$ cat src/rtl/rlc_pkg.sv
package rlc_pkg;

    typedef enum logic [1:0] {
        OP_ACC_ROT  = 2'd0,
        OP_PFX_ROT  = 2'd1,
        OP_BIT_TEST = 2'd2,
        OP_RSVD     = 2'd3
    } op_e;

    typedef struct packed {
        logic z;
        logic n;
        logic h;
        logic c;
    } flags_t;

endpackage

$ cat src/rtl/rlc_alu.sv
module rlc_alu
    import rlc_pkg::*;
#(
    parameter int DW = 8
) (
    input  op_e                    op,
    input  logic [$clog2(DW)-1:0]  bit_sel,
    input  logic [DW-1:0]          operand,
    input  flags_t                 cur_flags,
    output logic [DW-1:0]          res_nxt,
    output flags_t                 flags_nxt,
    output logic                   wr_res
);

    logic [DW-1:0] rotated;

    always_comb begin
        rotated = {operand[DW-2:0], cur_flags.c};
    end

    always_comb begin
        res_nxt   = rotated;
        flags_nxt = cur_flags;
        wr_res    = 1'b0;
        unique case (op)
            OP_ACC_ROT: begin
                wr_res      = 1'b1;
                flags_nxt.z = 1'b0;
                flags_nxt.n = 1'b0;
                flags_nxt.h = 1'b0;
                flags_nxt.c = operand[DW-1];
            end
            OP_PFX_ROT: begin
                wr_res      = 1'b1;
                flags_nxt.z = (rotated == '0);
                flags_nxt.n = 1'b0;
                flags_nxt.h = 1'b0;
                flags_nxt.c = operand[DW-1];
            end
            OP_BIT_TEST: begin
                flags_nxt.z = ~operand[bit_sel];
                flags_nxt.n = 1'b0;
                flags_nxt.h = 1'b1;
            end
            OP_RSVD: begin
                flags_nxt = cur_flags;
            end
            default: begin
                flags_nxt = cur_flags;
            end
        endcase
    end

endmodule

$ cat src/rtl/rlc_seq.sv
module rlc_seq
    import rlc_pkg::*;
#(
    parameter int ACC_CYCLES = 4,
    parameter int PFX_CYCLES = 8,
    parameter int BIT_CYCLES = 8
) (
    input  logic clk,
    input  logic rst,
    input  logic commit,
    input  op_e  op,
    output logic accept,
    output logic busy
);

    localparam int MAXC_A = (ACC_CYCLES > PFX_CYCLES) ? ACC_CYCLES : PFX_CYCLES;
    localparam int MAXC   = (MAXC_A > BIT_CYCLES) ? MAXC_A : BIT_CYCLES;
    localparam int CW     = (MAXC > 2) ? $clog2(MAXC) : 1;

    typedef enum logic {
        ST_IDLE = 1'b0,
        ST_WAIT = 1'b1
    } st_e;

    st_e           state, state_nxt;
    logic [CW-1:0] cnt, cnt_nxt;
    logic [CW-1:0] load_val;

    always_comb begin
        unique case (op)
            OP_ACC_ROT:  load_val = CW'(ACC_CYCLES - 2);
            OP_PFX_ROT:  load_val = CW'(PFX_CYCLES - 2);
            OP_BIT_TEST: load_val = CW'(BIT_CYCLES - 2);
            default:     load_val = '0;
        endcase
    end

    always_ff @(posedge clk) begin
        if (rst) begin
            state <= ST_IDLE;
            cnt   <= '0;
        end else begin
            state <= state_nxt;
            cnt   <= cnt_nxt;
        end
    end

    always_comb begin
        state_nxt = state;
        cnt_nxt   = cnt;
        accept    = 1'b0;
        busy      = 1'b0;
        unique case (state)
            ST_IDLE: begin
                if (commit && op != OP_RSVD) begin
                    accept    = 1'b1;
                    state_nxt = ST_WAIT;
                    cnt_nxt   = load_val;
                end
            end
            ST_WAIT: begin
                busy = 1'b1;
                if (cnt == '0) begin
                    state_nxt = ST_IDLE;
                end else begin
                    cnt_nxt = cnt - 1'b1;
                end
            end
            default: state_nxt = ST_IDLE;
        endcase
    end

    // the wait countdown stays within the largest cost
    p_cnt_bound_r9: assert property (@(posedge clk) disable iff (rst)
        (state == ST_WAIT) |-> (int'(cnt) <= MAXC - 2));

    // no new request is accepted in the wait state
    p_no_accept_busy_r9: assert property (@(posedge clk) disable iff (rst)
        busy |=> $stable(cnt) || (cnt == $past(cnt) - 1'b1) || (state == ST_IDLE));

endmodule

$ cat src/rtl/rlc_state_reg.sv
module rlc_state_reg
    import rlc_pkg::*;
#(
    parameter int DW = 8
) (
    input  logic          clk,
    input  logic          rst,
    input  logic          accept,
    input  logic          wr_res,
    input  logic [DW-1:0] res_nxt,
    input  flags_t        flags_nxt,
    output logic [DW-1:0] result_q,
    output flags_t        flags_q
);

    always_ff @(posedge clk) begin
        if (rst) begin
            result_q <= '0;
            flags_q  <= '0;
        end else if (accept) begin
            flags_q <= flags_nxt;
            if (wr_res) begin
                result_q <= res_nxt;
            end
        end
    end

    // without an accepted request the registers hold
    p_hold_idle_r7: assert property (@(posedge clk) disable iff (rst)
        !accept |=> $stable(flags_q) && $stable(result_q));

endmodule

$ cat src/rtl/rlc_flag_unit.sv
module rlc_flag_unit
    import rlc_pkg::*;
#(
    parameter int DW         = 8,
    parameter int ACC_CYCLES = 4,
    parameter int PFX_CYCLES = 8,
    parameter int BIT_CYCLES = 8
) (
    input  logic                  clk,
    input  logic                  rst,
    input  logic                  commit,
    input  logic [1:0]            op,
    input  logic [$clog2(DW)-1:0] bit_sel,
    input  logic [DW-1:0]         operand,
    output logic [DW-1:0]         result,
    output logic [7:0]            flags,
    output logic                  busy
);

    op_e           op_t;
    logic          accept;
    logic          wr_res;
    logic [DW-1:0] res_nxt;
    flags_t        flags_nxt;
    flags_t        flags_q;

    always_comb op_t = op_e'(op);

    rlc_seq #(
        .ACC_CYCLES (ACC_CYCLES),
        .PFX_CYCLES (PFX_CYCLES),
        .BIT_CYCLES (BIT_CYCLES)
    ) u_seq (
        .clk    (clk),
        .rst    (rst),
        .commit (commit),
        .op     (op_t),
        .accept (accept),
        .busy   (busy)
    );

    rlc_alu #(.DW(DW)) u_alu (
        .op        (op_t),
        .bit_sel   (bit_sel),
        .operand   (operand),
        .cur_flags (flags_q),
        .res_nxt   (res_nxt),
        .flags_nxt (flags_nxt),
        .wr_res    (wr_res)
    );

    rlc_state_reg #(.DW(DW)) u_regs (
        .clk       (clk),
        .rst       (rst),
        .accept    (accept),
        .wr_res    (wr_res),
        .res_nxt   (res_nxt),
        .flags_nxt (flags_nxt),
        .result_q  (result),
        .flags_q   (flags_q)
    );

    always_comb flags = {flags_q.z, flags_q.n, flags_q.h, flags_q.c, 4'b0000};

    // accumulator rotate never leaves Z set
    p_acc_z_clear_r4: assert property (@(posedge clk) disable iff (rst)
        (accept && op_t == OP_ACC_ROT) |=> !flags[7]);

    // carry comes from the pre-rotate top bit
    p_carry_b7_r2: assert property (@(posedge clk) disable iff (rst)
        (accept && (op_t == OP_ACC_ROT || op_t == OP_PFX_ROT)) |=> flags[4] == $past(operand[DW-1]));

    // rotates clear N and H
    p_nh_clear_r3: assert property (@(posedge clk) disable iff (rst)
        (accept && (op_t == OP_ACC_ROT || op_t == OP_PFX_ROT)) |=> !flags[6] && !flags[5]);

    // bit test keeps C and result, sets H
    p_bit_keep_c_r6: assert property (@(posedge clk) disable iff (rst)
        (accept && op_t == OP_BIT_TEST) |=> flags[5] && $stable(flags[4]) && $stable(result));

    // a commit during busy changes nothing
    p_busy_block_r9: assert property (@(posedge clk) disable iff (rst)
        busy |=> $stable(flags) && $stable(result));

endmodule

$ cat config.mk
export PLATFORM = sky130hd
export DESIGN_NAME = rlc_flag_unit
export DESIGN_NICKNAME = d
export VERILOG_FILES = /design/src/rtl/rlc_pkg.sv /design/src/rtl/rlc_alu.sv /design/src/rtl/rlc_seq.sv /design/src/rtl/rlc_state_reg.sv /design/src/rtl/rlc_flag_unit.sv
export SDC_FILE = /design/constraint.sdc
export NUM_CORES = 1
export LEC_CHECK = 0
export CAP_MARGIN = 25
export CORE_ASPECT_RATIO = 1.4
export CORE_MARGIN = 1
export CORE_UTILIZATION = 30
export CTS_BUF_LIST = sky130_fd_sc_hd__clkbuf_4 sky130_fd_sc_hd__clkbuf_8 sky130_fd_sc_hd__clkbuf_16
export DETAILED_ROUTE_END_ITERATION = 7
export RECOVER_POWER = 50
export SLEW_MARGIN = 20
export SYNTH_ARGS = -nofsm -noshare
export SYNTH_HDL_FRONTEND = slang
export SYNTH_SLANG_ARGS = --single-unit
$ cat constraint.sdc
create_clock -name clk -period 3.3 [get_ports clk]
set_input_delay 0.33 -clock clk [delete_from_list [all_inputs] [get_ports clk]]
set_output_delay 0.33 -clock clk [all_outputs]
set_load 0.1 [all_outputs]
==> reports/qor_table.md <==
| Stage | Quantity | Reported |
| --- | --- | --- |
| critical path | Arr. time, crit path | 2060 ps |
| grt | Vias in the first global route | 711 |
| sta | Unrepaired setup endpoints after global routing | no |
| finish | Multi-input combinational cell area | 470 µm² |
| pwr | Leakage | 0.419 nW |
| routing | WL per Instance | 12.4 µm |
| floorplan | Total I/O pin count | 33 |
| clock network | Maximum buffer depth of the clock tree | 2 |
| clock network | CTS H-Tree Depth | 1 |
| sta | Final count of negative-setup-slack endpoints | 0 |
| clock network | Number of buffers inserted by post-CTS setup repair | 0 |
| critical path | Crit Path Category | flop to output port |
| sta | Time the worst path needs with I/O delays and setup | 2390 ps |
| logic synthesis | Netlist area before placement | 845 µm² |
| critical path | Critical path launch point type | flop |
| logic synthesis | Synth warn | 0 |
| critical path | Worst-path cell chain | clkdlybuf4s50_1 |
| grt | First-pass GRT wire length | 3200 µm |
| clock network | Total clock buffers created by CTS | 3 |
| routing | Starting DRC count in detailed routing | 36 |
| sta | Worst slew pin tran | 979 ps |
| logic synthesis | Number of distinct standard cells referenced by the synthesized netlist | 33 |
| finish | Layout cell share with drive strength beyond 1 | 0.0917 |
| floorplan | Die area | 0.00303 mm² |
| finish | Filler instances | 278 |
| sta | Final Slew Violations | 0 |
| critical path | Required @ worst endpoint | 2970 ps |
| critical path | Largest stage delay, worst path | 1210 ps |
| routing | Post-detailed-route count of antenna-violating nets | 0 |
| logic synthesis | Biggest area contributors in the synthesized netlist | dfxtp_1 (36%), ha_1 (8.9%), a21oi_1 (7.1%) |
| grt | Maximum number of pins on one net before global-route repair | 17 |
| logic synthesis | Area share of the largest cell type after synthesis | 0.356 |
| clock network | TritonCTS clock tree | yes |
| placed design | Quantity of I/O buffers inserted on ports | 27 |
| clock network | # clock sinks | 15 |
| worst hold path | Hold WC Path Type | flop to flop |
| sta | Post-route clock period utilization | 0.723 |
| finish | Area occupied by registers | 300 µm² |
| floorplan | Die span in y | 64.8 µm |
| floorplan | Effective utilization at floorplan | 0.320 |
| logic synthesis | Cell count after synthesis | 95 |
| finish | Ant. Diodes | 0 |
| placed design | Placed wire-length estimate | 1470 µm |
| sta | Slew HR | 0.345 |
| run status | Status | completed |
| sta | Total negative setup slack | 0 ps |
| routing | Pre-Repair DR Iteration Count | 4 |
| critical path | Number of buffers and inverters on the critical path | 1 |
| grt | Total routing resource utilization after global routing | 0.142 |
| grt | Remaining Overflow, GRT | 0 |
| logic synthesis | Leading area contributor after synthesis | dfxtp_1 |
| clock network | Post-CTS resize count | 0 |
| critical path | Worst-path maximum fanout | 11 |
| critical path | Category of the worst setup path capture point | output port |
| logic synthesis | Flops & latches, synth | 15 |
| routing | Via/cell ratio | 4.97 |
| logic synthesis | Share of flip-flops with an asynchronous set or reset | 0 |
| run | Number of maximum-capacitance violations | 0 |
| routing | Total number of vias | 776 |
| grt | Antenna violations before repair | 0 |
| clock network | Root Buffer Master | clkbuf_4 |
| pwr | Final Power | 0.471 mW |
| pwr | Highest ir drop seen on vdd | 0.000249 V |
| floorplan | Chip Width | 46.8 µm |
| clock network | Worst skew pair latency | 280 ps |
| finish | Layout-stage area growth over the synthesis result | 34.5% |
| logic synthesis | Top FF cell, synth | dfxtp_1 |
| finish | Number of nets in the layout | 143 |
| pwr | Total power per unit cell area | 415 mW/mm² |
| logic synthesis | Average footprint of a synthesized cell | 8.89 µm² |
| routing | Final WL | 1930 µm |
| clock network | Clock slew at the register clock pins of the worst setup and hold paths | 90 ps |
| routing | DRC violations left | 0 |
| clock network | Number of hold-repair buffers added at the cts stage | 0 |
| sta | Hold Violations, Final | 0 |
| logic synthesis | EDFF count, synth | 0 |
| placed design | Final weighted congestion in routability-driven placement | 0.779 |
| critical path | Crit-path leading delay family | buffers and inverters |
| floorplan | Core area | 0.00264 mm² |
| sta | Post-Route Skew | 1.72 ps |
| floorplan | Core Rows | 22 |
| logic synthesis | Sequential share of the synthesized area | 0.356 |
| critical path | Slowest CP cell | clkdlybuf4s50_1 |
| sta | FMAX | 419 MHz |
| finish | Final core utilization | 0.430 |
layout make-up:
class	count	area share
clock buffers	3	0.0198
clock inverters	1	0.00441
inverters	6	0.0198
multi-input cells	68	0.414
flip-flops and latches	15	0.264
well taps	36	0.0396
repair buffers	27	0.238
synth_stat cells, drive strengths merged, types with 2 or more instances:
master and number:
inv 6, nand3 9, mux4 2, o21ai 9, nor4 2, a21oi 12
a211oi 2, ha 6, nand2 2, dfxtp 15, nor2 3, and3 2
buf 9
power by group:
part	leakage (nW)	switching, mW	internal, mW
Sequential	0.122	0.00792	0.191
Combinational	0.279	0.118	0.0517
Clock	0.0177	0.0578	0.0449
Total	0.419	0.183	0.288
state kept, by name, summed over array words and instances, names as in the netlist:
signal	count
u_seq.cnt	3
u_seq.state	1
u_regs.flags_q	3
u_regs.result_q	8
final timing paths:
| check | to | cells past startpoint | start | slack [ps] |
|---|---|---|---|---|
| max | busy | 1 | u_seq.state | 910 |
| min | u_regs.flags_q[1] | 2 | u_regs.flags_q[1] | 460 |
| max reg2reg | u_seq.cnt[2] | 3 | u_seq.state | 1620 |
| min reg2reg | u_regs.flags_q[1] | 2 | u_regs.flags_q[1] | 460 |
kinds of logic (layout without fill, tap and decap cells):
kind of cell | count (synthesis) | after routing | synth area share
AOI/OAI and AO/OA | 29 | 29 | 0.201
and+or+nand+nor | 25 | 25 | 0.178
buffers and inverters | 16 | 37 | 0.105
DFF | 15 | 15 | 0.356
adders and majority gates | 6 | 6 | 0.0889
muxes | 3 | 3 | 0.0667
other | 1 | 5 | 0.00444
per-stage QoR:
stage / cell area, µm² / setup WS (ps) / hold slack (ps) / std cells
floorplan: 860 / 1450 / 399 / 99
global placement: 1110 / 1130 / 450 / 152
detailed placement: 1110 / 1060 / 451 / 152
CTS: 1140 / 898 / 464 / 156
global route: 1140 / 836 / 483 / 156
finish: 1140 / 914 / 459 / 156
layer usage:
layer	vias to the layer above	wire, µm	track usage
met5	-	0	0
met4	0	6	0.0321
met3	2	132	0.0223
met2	35	976	0.241
met1	360	819	0.181
li1	379	-	-
placed cells by master, fill, tap and decap left out, types with 2 or more instances in the layout:
cell type / count
conb_1: 5
o21ai_0: 9
a211oi_1: 2
ha_1: 6
inv_1: 6
and3_1: 2
nor2_1: 3
nor4_1: 2
nand2_1: 2
mux4_2: 2
a21oi_1: 12
clkdlybuf4s50_1: 26
nand3_1: 9
dfxtp_1: 15
clkbuf_4: 3
No activity file was read; power rests on OpenSTA's default activity.
